`src/rtl/guard_timer_pkg.sv`:
```
package guard_timer_pkg;

  localparam int DATA_W = 32;
  localparam int ADDR_W = 3;
  localparam int KEY_W  = 16;
  localparam int CFG_W  = 7;
  localparam int MEN_LSB = 8;

  typedef enum logic [ADDR_W-1:0] {
    REG_CTRL    = 3'd0,
    REG_TIMEOUT = 3'd1,
    REG_WINDOW  = 3'd2,
    REG_SERVICE = 3'd3,
    REG_STATUS  = 3'd4,
    REG_COUNT   = 3'd5,
    REG_LOCKKEY = 3'd6
  } reg_idx_e;

  localparam logic [KEY_W-1:0] SVC_KEY_FIRST  = 16'hA602;
  localparam logic [KEY_W-1:0] SVC_KEY_SECOND = 16'hB480;
  localparam logic [KEY_W-1:0] UNL_KEY_FIRST  = 16'hC520;
  localparam logic [KEY_W-1:0] UNL_KEY_SECOND = 16'hD928;

  // control word, bit 0 is the last member
  typedef struct packed {
    logic hard_lock;
    logic soft_lock;
    logic stop_halt;
    logic dbg_freeze;
    logic win_en;
    logic irq_first;
    logic run;
  } cfg_t;

endpackage

```
`src/rtl/guard_timer_rstsync.sv`:
```
module guard_timer_rstsync #(
  parameter int STAGES = 2
) (
  input  logic clk,
  input  logic rst_ni,
  output logic rst_no
);

  logic [STAGES-1:0] sync_q;
  logic [STAGES-1:0] sync_d;

  always_comb begin
    sync_d = {sync_q[STAGES-2:0], 1'b1};
  end

  always_ff @(posedge clk or negedge rst_ni) begin
    if (!rst_ni) begin
      sync_q <= '0;
    end else begin
      sync_q <= sync_d;
    end
  end

  assign rst_no = sync_q[STAGES-1];

endmodule

```
`src/rtl/guard_timer_regs.sv`:
```
module guard_timer_regs
  import guard_timer_pkg::*;
#(
  parameter int          CNT_W   = 32,
  parameter int          MID_W   = 3,
  parameter logic [31:0] TO_RST  = 32'd4096,
  parameter logic [31:0] WIN_RST = 32'd0
) (
  input  logic                clk,
  input  logic                rst_ni,
  input  logic                bus_valid,
  input  logic                bus_write,
  input  logic [ADDR_W-1:0]   bus_addr,
  input  logic [DATA_W-1:0]   bus_wdata,
  input  logic [MID_W-1:0]    bus_mid,
  output logic [DATA_W-1:0]   bus_rdata,
  output logic                bus_err,
  input  logic [CNT_W-1:0]    cnt_i,
  input  logic                irq_i,
  output cfg_t                cfg_o,
  output logic [CNT_W-1:0]    timeout_o,
  output logic                svc_done_o,
  output logic                win_viol_o,
  output logic                irq_clr_o
);

  localparam int NMST = 1 << MID_W;

  cfg_t             cfg_q, cfg_d;
  logic [NMST-1:0]  men_q, men_d;
  logic [CNT_W-1:0] timeout_q, timeout_d;
  logic [CNT_W-1:0] window_q, window_d;
  logic             svc_arm_q, svc_arm_d;
  logic             unl_arm_q, unl_arm_d;

  logic             cfg_we, to_we, win_we, seq_we;
  logic             accepted, wr_ok, locked;
  logic [KEY_W-1:0] key;

  assign accepted = bus_valid & men_q[bus_mid];
  assign wr_ok    = accepted & bus_write;
  assign locked   = cfg_q.soft_lock | cfg_q.hard_lock;
  assign key      = bus_wdata[KEY_W-1:0];
  assign bus_err  = bus_valid & ~men_q[bus_mid];

  // next-state logic
  always_comb begin
    cfg_d      = cfg_q;
    men_d      = men_q;
    timeout_d  = timeout_q;
    window_d   = window_q;
    svc_arm_d  = svc_arm_q;
    unl_arm_d  = unl_arm_q;
    cfg_we     = 1'b0;
    to_we      = 1'b0;
    win_we     = 1'b0;
    seq_we     = 1'b0;
    svc_done_o = 1'b0;
    win_viol_o = 1'b0;
    irq_clr_o  = 1'b0;
    if (wr_ok) begin
      case (bus_addr)
        REG_CTRL: begin
          if (!locked) begin
            cfg_d  = cfg_t'(bus_wdata[CFG_W-1:0]);
            men_d  = bus_wdata[MEN_LSB +: NMST];
            cfg_we = 1'b1;
          end
        end
        REG_TIMEOUT: begin
          if (!locked) begin
            timeout_d = bus_wdata[CNT_W-1:0];
            to_we     = 1'b1;
          end
        end
        REG_WINDOW: begin
          if (!locked) begin
            window_d = bus_wdata[CNT_W-1:0];
            win_we   = 1'b1;
          end
        end
        REG_SERVICE: begin
          seq_we = 1'b1;
          if (cfg_q.win_en && (cnt_i > window_q)) begin
            win_viol_o = 1'b1;
          end
          if (svc_arm_q && (key == SVC_KEY_SECOND)) begin
            svc_done_o = 1'b1;
            svc_arm_d  = 1'b0;
          end else begin
            svc_arm_d = (key == SVC_KEY_FIRST);
          end
        end
        REG_STATUS: begin
          irq_clr_o = bus_wdata[0];
        end
        REG_LOCKKEY: begin
          seq_we = 1'b1;
          if (unl_arm_q && (key == UNL_KEY_SECOND)) begin
            cfg_d.soft_lock = 1'b0;
            cfg_we          = 1'b1;
            unl_arm_d       = 1'b0;
          end else begin
            unl_arm_d = (key == UNL_KEY_FIRST);
          end
        end
        default: begin
        end
      endcase
    end
  end

  // registers with explicit enables
  always_ff @(posedge clk or negedge rst_ni) begin
    if (!rst_ni) begin
      cfg_q     <= '0;
      men_q     <= '1;
      timeout_q <= TO_RST[CNT_W-1:0];
      window_q  <= WIN_RST[CNT_W-1:0];
      svc_arm_q <= 1'b0;
      unl_arm_q <= 1'b0;
    end else begin
      if (cfg_we) begin
        cfg_q <= cfg_d;
        men_q <= men_d;
      end
      if (to_we) begin
        timeout_q <= timeout_d;
      end
      if (win_we) begin
        window_q <= window_d;
      end
      if (seq_we) begin
        svc_arm_q <= svc_arm_d;
        unl_arm_q <= unl_arm_d;
      end
    end
  end

  // read mux
  always_comb begin
    bus_rdata = '0;
    if (accepted && !bus_write) begin
      case (bus_addr)
        REG_CTRL: begin
          bus_rdata[CFG_W-1:0]       = cfg_q;
          bus_rdata[MEN_LSB +: NMST] = men_q;
        end
        REG_TIMEOUT: bus_rdata[CNT_W-1:0] = timeout_q;
        REG_WINDOW:  bus_rdata[CNT_W-1:0] = window_q;
        REG_STATUS:  bus_rdata[0]         = irq_i;
        REG_COUNT:   bus_rdata[CNT_W-1:0] = cnt_i;
        default:     bus_rdata            = '0;
      endcase
    end
  end

  assign cfg_o     = cfg_q;
  assign timeout_o = timeout_q;

  AST_LOCK_KEEPS_TIMEOUT: assert property (@(posedge clk) disable iff (!rst_ni)
    locked |=> $stable(timeout_q));

  AST_LOCK_KEEPS_WINDOW: assert property (@(posedge clk) disable iff (!rst_ni)
    locked |=> $stable(window_q));

  AST_HARD_LOCK_STICKY: assert property (@(posedge clk) disable iff (!rst_ni)
    cfg_q.hard_lock |=> cfg_q.hard_lock);

  AST_REFUSED_NO_WRITE: assert property (@(posedge clk) disable iff (!rst_ni)
    (bus_valid && !men_q[bus_mid]) |=> ($stable(cfg_q) && $stable(timeout_q) && $stable(window_q)));

  AST_REFUSED_READS_ZERO: assert property (@(posedge clk) disable iff (!rst_ni)
    bus_err |-> (bus_rdata == '0));

endmodule

```
`src/rtl/guard_timer_count.sv`:
```
module guard_timer_count
  import guard_timer_pkg::*;
#(
  parameter int          CNT_W  = 32,
  parameter logic [31:0] TO_RST = 32'd4096
) (
  input  logic             clk,
  input  logic             rst_ni,
  input  cfg_t             cfg_i,
  input  logic             dbg_i,
  input  logic             stop_i,
  input  logic [CNT_W-1:0] timeout_i,
  input  logic             svc_done_i,
  input  logic             win_viol_i,
  input  logic             irq_clr_i,
  output logic [CNT_W-1:0] cnt_o,
  output logic             irq_o,
  output logic             rst_req_o
);

  logic [CNT_W-1:0] cnt_q, cnt_d;
  logic             irq_q, irq_d;
  logic             rst_req_q, rst_req_d;
  logic             cnt_we, tick, at_zero, expire;

  assign tick    = cfg_i.run
                 & ~(cfg_i.dbg_freeze & dbg_i)
                 & ~(cfg_i.stop_halt & stop_i);
  assign at_zero = (cnt_q == '0);
  assign expire  = tick & at_zero & ~svc_done_i;

  // counter next state
  always_comb begin
    cnt_d  = cnt_q;
    cnt_we = 1'b0;
    if (!cfg_i.run || svc_done_i) begin
      cnt_d  = timeout_i;
      cnt_we = 1'b1;
    end else if (tick) begin
      cnt_we = 1'b1;
      if (at_zero) begin
        cnt_d = timeout_i;
      end else begin
        cnt_d = cnt_q - 1'b1;
      end
    end
  end

  // escalation next state
  always_comb begin
    irq_d = irq_q;
    if (irq_clr_i) begin
      irq_d = 1'b0;
    end
    if (expire && cfg_i.irq_first && !irq_q) begin
      irq_d = 1'b1;
    end
    if (svc_done_i) begin
      irq_d = 1'b0;
    end
    rst_req_d = rst_req_q
              | win_viol_i
              | (expire & (irq_q | ~cfg_i.irq_first));
  end

  always_ff @(posedge clk or negedge rst_ni) begin
    if (!rst_ni) begin
      cnt_q     <= TO_RST[CNT_W-1:0];
      irq_q     <= 1'b0;
      rst_req_q <= 1'b0;
    end else begin
      if (cnt_we) begin
        cnt_q <= cnt_d;
      end
      irq_q     <= irq_d;
      rst_req_q <= rst_req_d;
    end
  end

  assign cnt_o     = cnt_q;
  assign irq_o     = irq_q;
  assign rst_req_o = rst_req_q;

  AST_SECOND_EXPIRY_RESETS: assert property (@(posedge clk) disable iff (!rst_ni)
    (expire && irq_q) |=> rst_req_q);

  AST_RESET_REQ_STICKY: assert property (@(posedge clk) disable iff (!rst_ni)
    rst_req_q |=> rst_req_q);

  AST_SERVICE_RELOADS: assert property (@(posedge clk) disable iff (!rst_ni)
    svc_done_i |=> (cnt_q == $past(timeout_i)));

  AST_DEBUG_HOLDS_COUNT: assert property (@(posedge clk) disable iff (!rst_ni)
    (cfg_i.run && cfg_i.dbg_freeze && dbg_i && !svc_done_i) |=> $stable(cnt_q));

  AST_STOP_HOLDS_COUNT: assert property (@(posedge clk) disable iff (!rst_ni)
    (cfg_i.run && cfg_i.stop_halt && stop_i && !svc_done_i) |=> $stable(cnt_q));

  AST_FIRST_EXPIRY_IRQ: assert property (@(posedge clk) disable iff (!rst_ni)
    (expire && cfg_i.irq_first && !irq_q && !rst_req_q && !win_viol_i) |=> (irq_q && !rst_req_q));

endmodule

```
`src/rtl/guard_timer.sv`:
```
module guard_timer
  import guard_timer_pkg::*;
#(
  parameter int          CNT_W    = 32,
  parameter int          MID_W    = 3,
  parameter int          SYNC_STG = 2,
  parameter logic [31:0] TO_RST   = 32'd4096,
  parameter logic [31:0] WIN_RST  = 32'd0
) (
  input  logic              clk,
  input  logic              rst_n,
  input  logic              bus_valid,
  input  logic              bus_write,
  input  logic [2:0]        bus_addr,
  input  logic [31:0]       bus_wdata,
  input  logic [2:0]        bus_mid,
  output logic [31:0]       bus_rdata,
  output logic              bus_err,
  input  logic              dbg_mode,
  input  logic              stop_mode,
  output logic              irq_o,
  output logic              rst_req_o
);

  logic             rst_sync_n;
  cfg_t             cfg;
  logic [CNT_W-1:0] timeout, cnt;
  logic             svc_done, win_viol, irq_clr, irq_flag;

  guard_timer_rstsync #(
    .STAGES (SYNC_STG)
  ) u_rstsync (
    .clk    (clk),
    .rst_ni (rst_n),
    .rst_no (rst_sync_n)
  );

  guard_timer_regs #(
    .CNT_W   (CNT_W),
    .MID_W   (MID_W),
    .TO_RST  (TO_RST),
    .WIN_RST (WIN_RST)
  ) u_regs (
    .clk        (clk),
    .rst_ni     (rst_sync_n),
    .bus_valid  (bus_valid),
    .bus_write  (bus_write),
    .bus_addr   (bus_addr),
    .bus_wdata  (bus_wdata),
    .bus_mid    (bus_mid),
    .bus_rdata  (bus_rdata),
    .bus_err    (bus_err),
    .cnt_i      (cnt),
    .irq_i      (irq_flag),
    .cfg_o      (cfg),
    .timeout_o  (timeout),
    .svc_done_o (svc_done),
    .win_viol_o (win_viol),
    .irq_clr_o  (irq_clr)
  );

  guard_timer_count #(
    .CNT_W  (CNT_W),
    .TO_RST (TO_RST)
  ) u_count (
    .clk        (clk),
    .rst_ni     (rst_sync_n),
    .cfg_i      (cfg),
    .dbg_i      (dbg_mode),
    .stop_i     (stop_mode),
    .timeout_i  (timeout),
    .svc_done_i (svc_done),
    .win_viol_i (win_viol),
    .irq_clr_i  (irq_clr),
    .cnt_o      (cnt),
    .irq_o      (irq_flag),
    .rst_req_o  (rst_req_o)
  );

  assign irq_o = irq_flag;

  AST_EARLY_SERVICE_RESETS: assert property (@(posedge clk) disable iff (!rst_sync_n)
    win_viol |=> rst_req_o);

  AST_UNSERVICED_IRQ_HOLDS: assert property (@(posedge clk) disable iff (!rst_sync_n)
    (irq_flag && !svc_done && !irq_clr) |=> irq_o);

endmodule

```
`config.mk`:
```
export PLATFORM = sky130hd
export DESIGN_NAME = guard_timer
export DESIGN_NICKNAME = d
export VERILOG_FILES = /design/src/rtl/guard_timer_pkg.sv /design/src/rtl/guard_timer_rstsync.sv /design/src/rtl/guard_timer_regs.sv /design/src/rtl/guard_timer_count.sv /design/src/rtl/guard_timer.sv
export SDC_FILE = /design/constraint.sdc
export NUM_CORES = 1
export LEC_CHECK = 0
export CAP_MARGIN = 40
export CORE_AREA = 2 2 160 162
export DETAILED_ROUTE_END_ITERATION = 6
export DIE_AREA = 0 0 162 164
export PLACE_DENSITY_LB_ADDON = 0.25
export SYNTH_ARGS = -nofsm -noshare
export SYNTH_HDL_FRONTEND = slang
export SYNTH_SLANG_ARGS = --single-unit
```
`constraint.sdc`:
```
create_clock -name clk -period 3.72 [get_ports clk]
set_input_delay 0.558 -clock clk [delete_from_list [all_inputs] [get_ports clk]]
set_output_delay 0.558 -clock clk [all_outputs]
set_load 0.05 [all_outputs]
```
==> key figures, run 1 <==
Clocking
  – # Post-CTS Setup Buffers: 0
  – Worst-path clk slew: ~0.060 ns
  – Clk buf depth: 2
  – Total CTS buffers: 17
  – Root buffer cell: clkbuf_16
  – CTS-repair resized insts: 0
  – Hold_buf cts: 0
  – CTS tree: done
  – Clock Latency Late Sink: between 0.4 and 0.5 ns
  – Htree depth: 4
  – CTS sink cnt: 117

Synthesis
  – Top cells by area, synth: dfrtp_1 (36%), mux2_2 (12%), mux2i_1 (6.4%)
  – Syn avg cell area: 9.56 µm²
  – Mapped Cells: about 770
  – Synthesized area: around 7300 µm²
  – Yosys reg bits: 117
  – Post-synthesis cell type count: 64
  – Post-synth EDFFs: 0
  – Area leader, netlist: dfrtp_1
  – Synth warn: 0
  – Top_reg_cell synth: dfrtp_1
  – Syn nets: 846
  – Yosys top cell area share: between 30% and 40%
  – Post-synthesis sequential area ratio: 40.0%
  – Post-synth ARST share: 100%

Critical path
  – R2R depth: 7
  – CP delay by family, top: buffers and inverters
  – Crit-path max FO: 27
  – Crit path buffers/inverters: 3
  – R2R Setup Slk: between 0.5 and 0.6 ns
  – CP max-delay cell: clkdlybuf4s50_1
  – Reg2Reg Launch Point: u_count.cnt_o[20]$_DFFE_PN0P_
  – CP peak stage delay: 0.58 ns
  – Crit. End Element: primary output
  – Top cell by count, worst path: nor2_1
  – Critical-path cell list: clkdlybuf4s50_1 > mux2_2 > o22ai_1 > nor2_1 > nand3_1 > buf_4 > nor2_1 > buf_12
  – Crit path launch type: input port
  – Worst EP required: 3.16 ns
  – Critical Path AT: 2.73 ns
  – Worst r2r dst: u_count.cnt_o[26]$_DFFE_PN0P_
  – Crit path kind: in2out

STA
  – Final period util: approximately nine tenths
  – Final slew viol count: 0
  – Final setup violation count: 0
  – Total negative setup slack: 0 ns
  – Tightest Pin Transition: 0.864 ns
  – Fin. Hold Viols: 0
  – Fin crit period: roughly 3.3 ns
  – Max Freq: 304 MHz
  – Final setup skew: 0.0105 ns
  – Max_slew headroom: 42.4%
  – RSZ-0062 raised after global routing: no

Route
  – Detailed Route WL: about 23000 µm
  – DRT antenna net count: 0
  – DRT iter0 DRCs: 428
  – Routed length per placed instance: 19.1 µm
  – Routed via count: 6283
  – TritonRoute pass-1 iters: 5
  – Vias per cell: 5.18
  – Remaining DRCs: 0

Placed design
  – Placed cells: roughly 1.2k
  – PortBufs: 78
  – Final HPWL from detailed placement: 16900 µm
  – Gpl congestion: 0.807
  – Dpl cell area: 9050 µm²

Layout
  – Nets: 947
  – Synth-to-layout area growth: 31.6%
  – Fill cells: 2549
  – Layout cell share with drive strength beyond 1: 23.4%
  – Cell area after layout: 9670 µm²
  – Non-Filler Instances: 1212
  – Diodes inserted: 0

Worst hold path
  – Worst hold path type: reg2async

GRT
  – Pin count of the biggest net entering global routing: 95
  – Vias in the first global route: 6387
  – GRT Util Overall: a little under a fifth
  – Initial antenna violation count: 0
  – Total grt overflow: 0
  – First-pass GRT wire length: 36900 µm

Die
  – Core box area: 24800 µm²
  – Die X: around 160 µm
  – I/O pin count: 79
  – Die area: 26600 µm²
  – Die height: roughly 160 µm
  – Starting Density: 29.6%
  – # rows: 58

Run
  – Max-cap violations: 0

Power
  – Final Total Pwr: 5.64 mW
  – Pwr/cell area: slightly below 600 nW/µm²
  – Leakage: 4.16 nW
  – Worst vdd ir: 0.223 mV

Run status
  – Status: finished clean
[per-stage QoR]
stage | util, % | setup WS (ns) | hold WS [ns]
finish | 38.9 | 0.430 | 0.228
global route | 38.9 | 0.301 | 0.258
CTS | 38.9 | 0.383 | 0.243
detailed placement | 36.5 | 0.0862 | 0.235
global placement | 36.5 | 0.104 | 0.231
floorplan | - | 0.237 | 0.262
[metal layers]
metal	share of wire (%)	wire length, µm	global-route usage (%)	vias up
li1	-	-	-	2985
met1	48	11100	24.8	3114
met2	46	10700	28.8	152
met3	3.4	782	3.59	32
met4	2.5	577	6.32	0
met5	0	0	0	-
[flip-flops by register name, indices dropped and copies added (netlist names)]
signal and count:
u_count.cnt_o 32, u_regs.timeout_o 32, u_regs.window_q 32, u_regs.men_q 8
u_regs.cfg_o 7, u_rstsync.sync_q 2, u_count.irq_o 1, u_count.rst_req_o 1
u_regs.svc_arm_q 1, u_regs.unl_arm_q 1
[cell usage in the layout (no fill, tap or decap), drive strengths merged, types with 7 or more instances in the layout]
master / Yosys / layout
dfrtp: 107 / 107
nor2: 86 / 86
mux2: 79 / 79
buf: 22 / 79
inv: 59 / 59
mux2i: 47 / 47
nand2: 46 / 46
clkdlybuf4s50: 0 / 44
a21oi: 36 / 36
o21ai: 35 / 35
ha: 34 / 34
clkbuf: 19 / 23
a22oi: 22 / 22
nor3: 22 / 22
nor4: 16 / 16
nand4: 13 / 13
a221o: 11 / 11
nand3: 10 / 10
dfstp: 10 / 10
a221oi: 9 / 9
or4: 9 / 9
or3: 7 / 7
[worst max-delay path by stage]
stage,startpoint,endpoint,slack (ns),depth (start not counted)
floorplan,u_rstsync.sync_q[1]$_DFF_PN0_,u_count.cnt_o[0]$_DFFE_PN0P_,0.24,0
global placement,bus_wdata[14],u_count.cnt_o[27]$_DFFE_PN0P_,0.10,9
CTS,bus_mid[2],bus_rdata[7],0.38,8
finish,bus_mid[2],bus_rdata[7],0.43,8
global route,bus_mid[2],bus_rdata[31],0.30,8
detailed placement,bus_wdata[14],u_count.cnt_o[27]$_DFFE_PN0P_,0.09,9
[area by class of cell]
class | count | area [µm²] | area share (%)
Multi-Input combinational cell | 550 | 3990 | 41.3
Sequential cell | 117 | 2940 | 30.5
Timing Repair Buffer | 123 | 1480 | 15.3
Clock buffer | 23 | 488 | 5.05
Tap cell | 330 | 413 | 4.27
Inverter | 60 | 225 | 2.33
Clock inverter | 9 | 125 | 1.29
[cell families (layout without fill, tap and decap cells)]
family / count (synthesis) / count (layout) / synth area share, %
multiplexers: 126 / 126 / 18.5
flip-flops: 117 / 117 / 40.0
adder cells (fa/ha/maj): 34 / 34 / 5.79
AO/OA/AOI/OAI: 150 / 150 / 13.7
AND/OR/NAND/NOR: 239 / 239 / 16.0
buffers and inverters: 101 / 215 / 5.84
other: 1 / 1 / 0.0511
[worst register-to-register path: cells and delay by family, from the launching register on]
| family | cells | cell delay, ns |
|---|---|---|
| AO/OA/AOI/OAI | 1 | 0.24 |
| buffers and inverters | 1 | 0.26 |
| flip-flops | 1 | 0.45 |
| multiplexers | 1 | 0.13 |
| AND/OR/NAND/NOR | 4 | 1.98 |
[synthesized netlist by cell type, types with 3 or more instances]
cell,n
a21o_1,5
a21oi_1,36
a221o_1,11
a221oi_1,9
a22o_1,3
a22oi_1,22
a31oi_1,5
and3_1,5
buf_1,3
buf_2,13
buf_4,4
clkbuf_1,19
dfrtp_1,107
dfstp_2,10
ha_1,34
inv_1,59
mux2_2,78
mux2i_1,47
nand2_1,45
nand2b_1,6
nand3_1,10
nand3b_1,4
nand4_1,13
nor2_1,85
nor3_1,21
nor3b_1,3
nor4_1,16
o21ai_0,34
o22ai_1,3
or3_1,7
or4_1,8
[power by group]
part | internal (mW) | total (mW) | switching [mW]
logic | 0.869 | 1.85 | 0.981
clock network | 1.12 | 1.73 | 0.606
registers | 1.61 | 2.07 | 0.455
Note: power is estimated with default switching activity, not from simulation.
==> run 2, diff against run 1 <==
- DONT_BUFFER_PORTS: not set -> 1
- PLACE_DENSITY: not set -> 0.54
- PLACE_DENSITY_LB_ADDON: 0.25 -> not set
==> run 2 against run 1 <==
Compared with the run above:
- count of clock-buffer cells in the layout decreased by 5
- die area unchanged
- final cell count shrank 5.8%
- non-clock buffer count fell by 70
- wire length is 2.9% lower
- first-iteration DRC count shrank 12%
- critical path depth shrank 1
- final area decreased by 11%
- clock skew is 0.0028 ns higher
- global-route usage shrank 0.87 points
- power decreased by 2.1%
- fmax up 5.3%
- critical endpoint is now u_count.cnt_o[9]$_DFFE_PN0P_
- largest power group unchanged
==> key figures, run 2 (synthesis gave the netlist of run 1 again) <==
Route
  – Remaining DRCs: 0
  – Detailed Route WL: 22500 µm
  – TritonRoute pass-1 iters: 5
  – Vias per cell: 5.31
  – Routed length per placed instance: roughly 20 µm
  – Routed via count: 6061
  – DRT antenna net count: 0
  – DRT iter0 DRCs: roughly 380

Power
  – Final Total Pwr: 5.53 mW
  – Leakage: ~3.8 nW
  – Pwr/cell area: 641 nW/µm²
  – Worst vdd ir: around 0.29 mV

Layout
  – Layout cell share with drive strength beyond 1: 22.2%
  – Most frequent cells in the layout: dfrtp_1 (106), nor2_1 (85), mux2_2 (78)
  – Non-Filler Instances: between 1k and 1.5k
  – Commonest non-fill, non-tap cell in the layout: dfrtp_1
  – Nets: 877
  – Cell area after layout: 8620 µm²
  – Synth-to-layout area growth: 17.4%
  – Diodes inserted: 0

GRT
  – Initial antenna violation count: 0
  – Vias in the first global route: 6129
  – Total grt overflow: 0
  – GRT Util Overall: 17.3%
  – First-pass GRT wire length: approximately 36000 µm
  – Pin count of the biggest net entering global routing: 54

STA
  – Final setup skew: 0.0133 ns
  – Max_slew headroom: 38.1%
  – RSZ-0062 raised after global routing: no
  – Fin crit period: 3.12 ns
  – Fin. Hold Viols: 0
  – Final period util: 84.0%
  – Final slew viol count: 0
  – Tightest Pin Transition: 0.929 ns
  – Final setup violation count: 0
  – Max Freq: 320 MHz
  – Total negative setup slack: 0 ns

Clocking
  – Total CTS buffers: 17
  – Root buffer cell: clkbuf_16
  – CTS sink cnt: 117
  – CTS-repair resized insts: 0
  – CTS tree: done
  – Clock Latency Late Sink: 0.42 ns
  – Worst-path clk slew: 0.07 ns
  – Htree depth: 4
  – Clk buf depth: 2

Critical path
  – Worst EP required: 4.05 ns
  – Crit path kind: reg2reg
  – Crit path launch type: register
  – R2R depth: 7
  – R2R Setup Slk: slightly below 0.6 ns
  – CP max-delay cell: or4_1
  – Reg2Reg Launch Point: u_count.cnt_o[8]$_DFFE_PN0P_
  – Critical-path cell list: nor3_1 > nand3_1 > or4_1 > and3_1 > buf_4 > mux2i_1 > a22oi_1
  – Crit. End Element: register
  – Crit-path max FO: 14
  – Worst r2r dst: u_count.cnt_o[9]$_DFFE_PN0P_
  – Critical Path AT: 3.45 ns
  – CP peak stage delay: 0.72 ns

Die
  – Starting Density: 29.6%
  – Die X: 162 µm
  – # rows: 58
  – Core box area: 24800 µm²
  – Die height: 164 µm
  – I/O pin count: 79
  – Die area: 26600 µm²

Worst hold path
  – Hold path start: bus_wdata[3]
  – Hold path cells: 1
  – Worst hold path type: in2reg
  – Hold Path End: u_regs.cfg_o[3]$_DFFE_PN0P_

Placed design
  – Dpl cell area: 7980 µm²
  – Gpl congestion: around 0.83
  – Final HPWL from detailed placement: ~16000 µm
  – Placed cells: 1109
  – PortBufs: 0

Run status
  – Status: finished clean

Run
  – Max-cap violations: 0
==> run 2: changes by cell type in the layout (fill, tap and decap cells not counted), moves of 4 or more <==
| cell | change |
|---|---|
| clkbuf_8 | -4 |
| buf_4 | +9 |
| clkinv_2 | -4 |
| clkinv_4 | +5 |
| clkdlybuf4s50_1 | -44 |
| buf_12 | -35 |
==> run 2: through the flow <==
| step | utilization, % | hold slack, ns | worst slack (ns) |
|---|---|---|---|
| floorplan | - | 0.262 | 0.237 |
| global placement | 32.1 | 0.262 | 0.426 |
| detailed placement | 32.1 | 0.262 | 0.391 |
| CTS | 34.7 | 0.274 | 0.608 |
| global route | 34.7 | 0.269 | 0.395 |
| finish | 34.7 | 0.280 | 0.595 |
==> run 2: worst max-delay path by stage <==
stage                                             start                       endpoint
after floorplan           u_rstsync.sync_q[1]$_DFF_PN0_   u_count.cnt_o[0]$_DFFE_PN0P_
after global placement                     bus_wdata[5]   u_count.cnt_o[2]$_DFFE_PN0P_
after detailed placement                   bus_wdata[5]   u_count.cnt_o[2]$_DFFE_PN0P_
after CTS                  u_count.cnt_o[8]$_DFFE_PN0P_  u_count.cnt_o[13]$_DFFE_PN0P_
after global routing       u_count.cnt_o[8]$_DFFE_PN0P_  u_count.cnt_o[13]$_DFFE_PN0P_
final                      u_count.cnt_o[8]$_DFFE_PN0P_   u_count.cnt_o[9]$_DFFE_PN0P_
==> run 2: worst max-delay path, delay by kind of cell, from the launching register on <==
| kind | cells | cell delay [ns] |
|---|---|---|
| buf+inv | 1 | 0.31 |
| simple gates | 4 | 1.95 |
| flops | 1 | 0.47 |
| mux | 1 | 0.13 |
| compound gates | 1 | 0.18 |
==> run 2: power by group <==
part	switching, mW	internal, mW
clock network	0.652	1.13
logic	0.867	0.765
registers	0.498	1.61
==> run 2: layer usage <==
layer  global-route usage (%)  wire length, µm
met5                        0                0
met4                     4.59              242
met3                     4.02             1400
met2                     26.8            10100
met1                     24.4            10700
==> run 2: area by class of cell <==
cell class | instances | area (µm²)
fill | 2584 | 16200
clock inverter | 14 | 204
multi-input combinational | 550 | 3990
inverter | 60 | 225
timing repair buffer | 53 | 413
tap | 330 | 413
clock buffer | 18 | 429
sequential | 117 | 2940
==> run 2: timing repair <==
item	4_1_cts	5_1_grt
endpoints found under the hold margin	2	0
setup buffers	0	0
hold buffers	1	0
==> run 3, diff against run 2 <==
- PLACE_DENSITY: 0.54 -> 0.52
- clock period: 3.72 -> 2.9 ns (I/O delays scaled with it)
==> run 3 against run 2 <==
Compared with the run above:
- global-route usage up 0.27 points
- via count up 1.7%
- worst hold slack worse by 0.13 ns
- register-to-register slack worse by 0.53 ns
- count of clock-buffer cells in the layout up 1
- first-iteration DRC count up 9.3%
- die area unchanged
- clock power up 21%
- fmax up 10%
- sequential cell count unchanged
- critical endpoint is now u_regs.timeout_o[21]$_DFFE_PN0P_
- largest cell class unchanged
==> key figures, run 3 (synthesis gave the netlist of run 1 again) <==
Critical path
  – Critical-path cell list: mux2_2 > a2bb2o_2 > or4_1 > or3_4 > nor3_4 > clkbuf_16 > mux2_2
  – Crit-path max FO: 16
  – CP max-delay cell: dfstp_2
  – Crit. End Element: register
  – R2R Setup Slk: ~0.063 ns
  – Critical Path AT: 3.15 ns
  – Reg2Reg Launch Point: u_regs.men_q[7]$_DFFE_PN1P_
  – Crit path buffers/inverters: 1
  – Crit path kind: reg2reg
  – Worst EP required: between 3 and 4 ns
  – R2R depth: 7
  – CP peak stage delay: roughly 0.54 ns
  – CP delay by family, top: simple AND/OR/NAND/NOR gates
  – Top cell by count, worst path: mux2_2
  – Crit path launch type: register
  – Worst r2r dst: u_regs.timeout_o[21]$_DFFE_PN0P_

STA
  – Final slew viol count: 0
  – Fin. Hold Viols: 0
  – RSZ-0062 raised after global routing: yes
  – Max Freq: 353 MHz
  – Total negative setup slack: 0 ns
  – Final WS setup: 0.0632 ns
  – Final setup violation count: 0
  – Final period util: a little over nine tenths
  – Final setup skew: 0.0119 ns
  – Tightest Pin Transition: 0.655 ns
  – Max_slew headroom: around 56%
  – Fin crit period: 2.84 ns

Clocking
  – CTS sink cnt: 117
  – Clk buf depth: 2
  – CTS tree: done
  – Htree depth: 4
  – Total CTS buffers: 17
  – Worst-path clk slew: 0.06 ns
  – # Post-CTS Setup Buffers: 0
  – Clock Latency Late Sink: ~0.43 ns
  – Root buffer cell: clkbuf_16

Layout
  – Fill cells: 2534
  – Nets: a little over 900
  – Diodes inserted: 0
  – Synth-to-layout area growth: 24.2%
  – Most frequent cells in the layout: dfrtp_1 (106), buf_4 (83), mux2_2 (78)
  – Layout cell share with drive strength beyond 1: 28.1%
  – Non-Filler Instances: 1190
  – Commonest non-fill, non-tap cell in the layout: dfrtp_1
  – Area occupied by multi-input gates: 4040 µm²
  – Register Area: 2940 µm²

Die
  – I/O pin count: a little under 80
  – Die area: 26600 µm²
  – Die height: 164 µm
  – Core box area: ~25000 µm²
  – # rows: 58
  – Starting Density: 29.6%
  – Die X: 162 µm

GRT
  – GRT Util Overall: between 15 and 20%
  – First-pass GRT wire length: 36000 µm
  – Initial antenna violation count: 0
  – Vias in the first global route: roughly 6.2k
  – Total grt overflow: 0
  – Pin count of the biggest net entering global routing: 40

Power
  – Pwr/cell area: 793 nW/µm²
  – Switching share of power: a little under two fifths
  – Logic pwr share: 35.5%
  – Switching component of the power: 2.65 mW
  – Worst vdd ir: about 0.40 mV
  – Clk pwr share: a little under 30%
  – Leakage: approximately 4 nW
  – Share of power burned in registers: 34.8%
  – Cell internal pwr: ~4.6 mW

Placed design
  – PortBufs: 0
  – Gpl congestion: around 0.85
  – Placed cells: 1156
  – Final HPWL from detailed placement: 16600 µm
  – Post-Place Worst Slack: -0.0247 ns

Worst hold path
  – Hold path cells: 1
  – Hold Path End: u_regs.timeout_o[25]$_DFFE_PN0P_
  – Worst hold path type: in2reg
  – Hold path start: bus_wdata[25]

Route
  – Detailed Route WL: approximately 23000 µm
  – Remaining DRCs: 0
  – DRT iter0 DRCs: 410
  – Routed length per placed instance: 19.1 µm
  – Routed via count: 6167
  – DRT antenna net count: 0
  – TritonRoute pass-1 iters: 5
  – Vias per cell: between 5 and 6

Run
  – Max-cap violations: 0

Run status
  – Status: finished clean
-- run 3: cell types whose count changed in the layout (fill, tap and decap cells not counted), sizes merged --
cell / change
bufinv: -2
clkinvlp: +2
buf: +47
clkinv: -2
inv: +1
clkbuf: +2
-- run 3: cell type report --
type                    count  share of cell area, %
inverters                  60                   2.47
clock buffers              19                   4.86
repair buffers            101                   9.87
flip-flops and latches    117                   32.3
multi-input cells         550                   44.3
well taps                 330                   4.53
clock inverters            13                   1.65
-- run 3: timing repair --
item                                    in CTS  in global routing
hold endpoints to repair                     2                  0
gates resized for setup                      3                 26
gates cloned                                 0                  1
hold buffers                                 1                  0
endpoints found under the setup margin      11                 35
-- run 3: worst max path at each step --
stage,start,to,cells past startpoint
after floorplan,bus_wdata[5],u_count.cnt_o[3]$_DFFE_PN0P_,8
after global placement,bus_wdata[5],u_count.cnt_o[26]$_DFFE_PN0P_,7
after detailed placement,bus_wdata[5],u_count.cnt_o[26]$_DFFE_PN0P_,7
after CTS,u_regs.men_q[7]$_DFFE_PN1P_,bus_rdata[3],8
after global routing,u_regs.men_q[7]$_DFFE_PN1P_,bus_rdata[5],8
final,u_regs.men_q[7]$_DFFE_PN1P_,u_regs.timeout_o[21]$_DFFE_PN0P_,7
-- run 3: through the flow --
step	utilization, %	instance area, µm²	hold slack, ns	total power [mW]
after CTS	36.3	9000	0.137	7.24
after detailed placement	33.8	8390	0.139	5.07
after global routing	36.7	9120	0.130	7.73
final	36.7	9120	0.147	7.23
after floorplan	-	7340	0.139	4.12
after global placement	33.8	8390	0.139	5.05
-- run 3: worst register-to-register path: cells and delay by family (launching register included) --
family,cells,cell delay [ns]
AND/OR/NAND/NOR,3,1.11
flip-flops,1,0.54
multiplexers,2,0.50
buffers and inverters,1,0.29
AO/OA/AOI/OAI,1,0.28
-- run 3: routing by layer --
layer	wire length [µm]	share of wire (%)	GRT usage [%]	up-vias
met5	0	0	0	-
met2	10100	44	26.9	160
li1	-	-	-	2956
met1	10800	48	23.9	3013
met3	1330	5.9	5.23	38
met4	520	2.3	5.55	0
-- run 3: power by group through the flow --
stage,Clock [mW],Combinational [mW],Sequential (mW)
finish,2.15,2.56,2.52
global route,2.25,2.90,2.58
detailed placement,0,2.54,2.54
CTS,2.17,2.56,2.51
floorplan,0,1.65,2.47
global placement,0,2.51,2.54
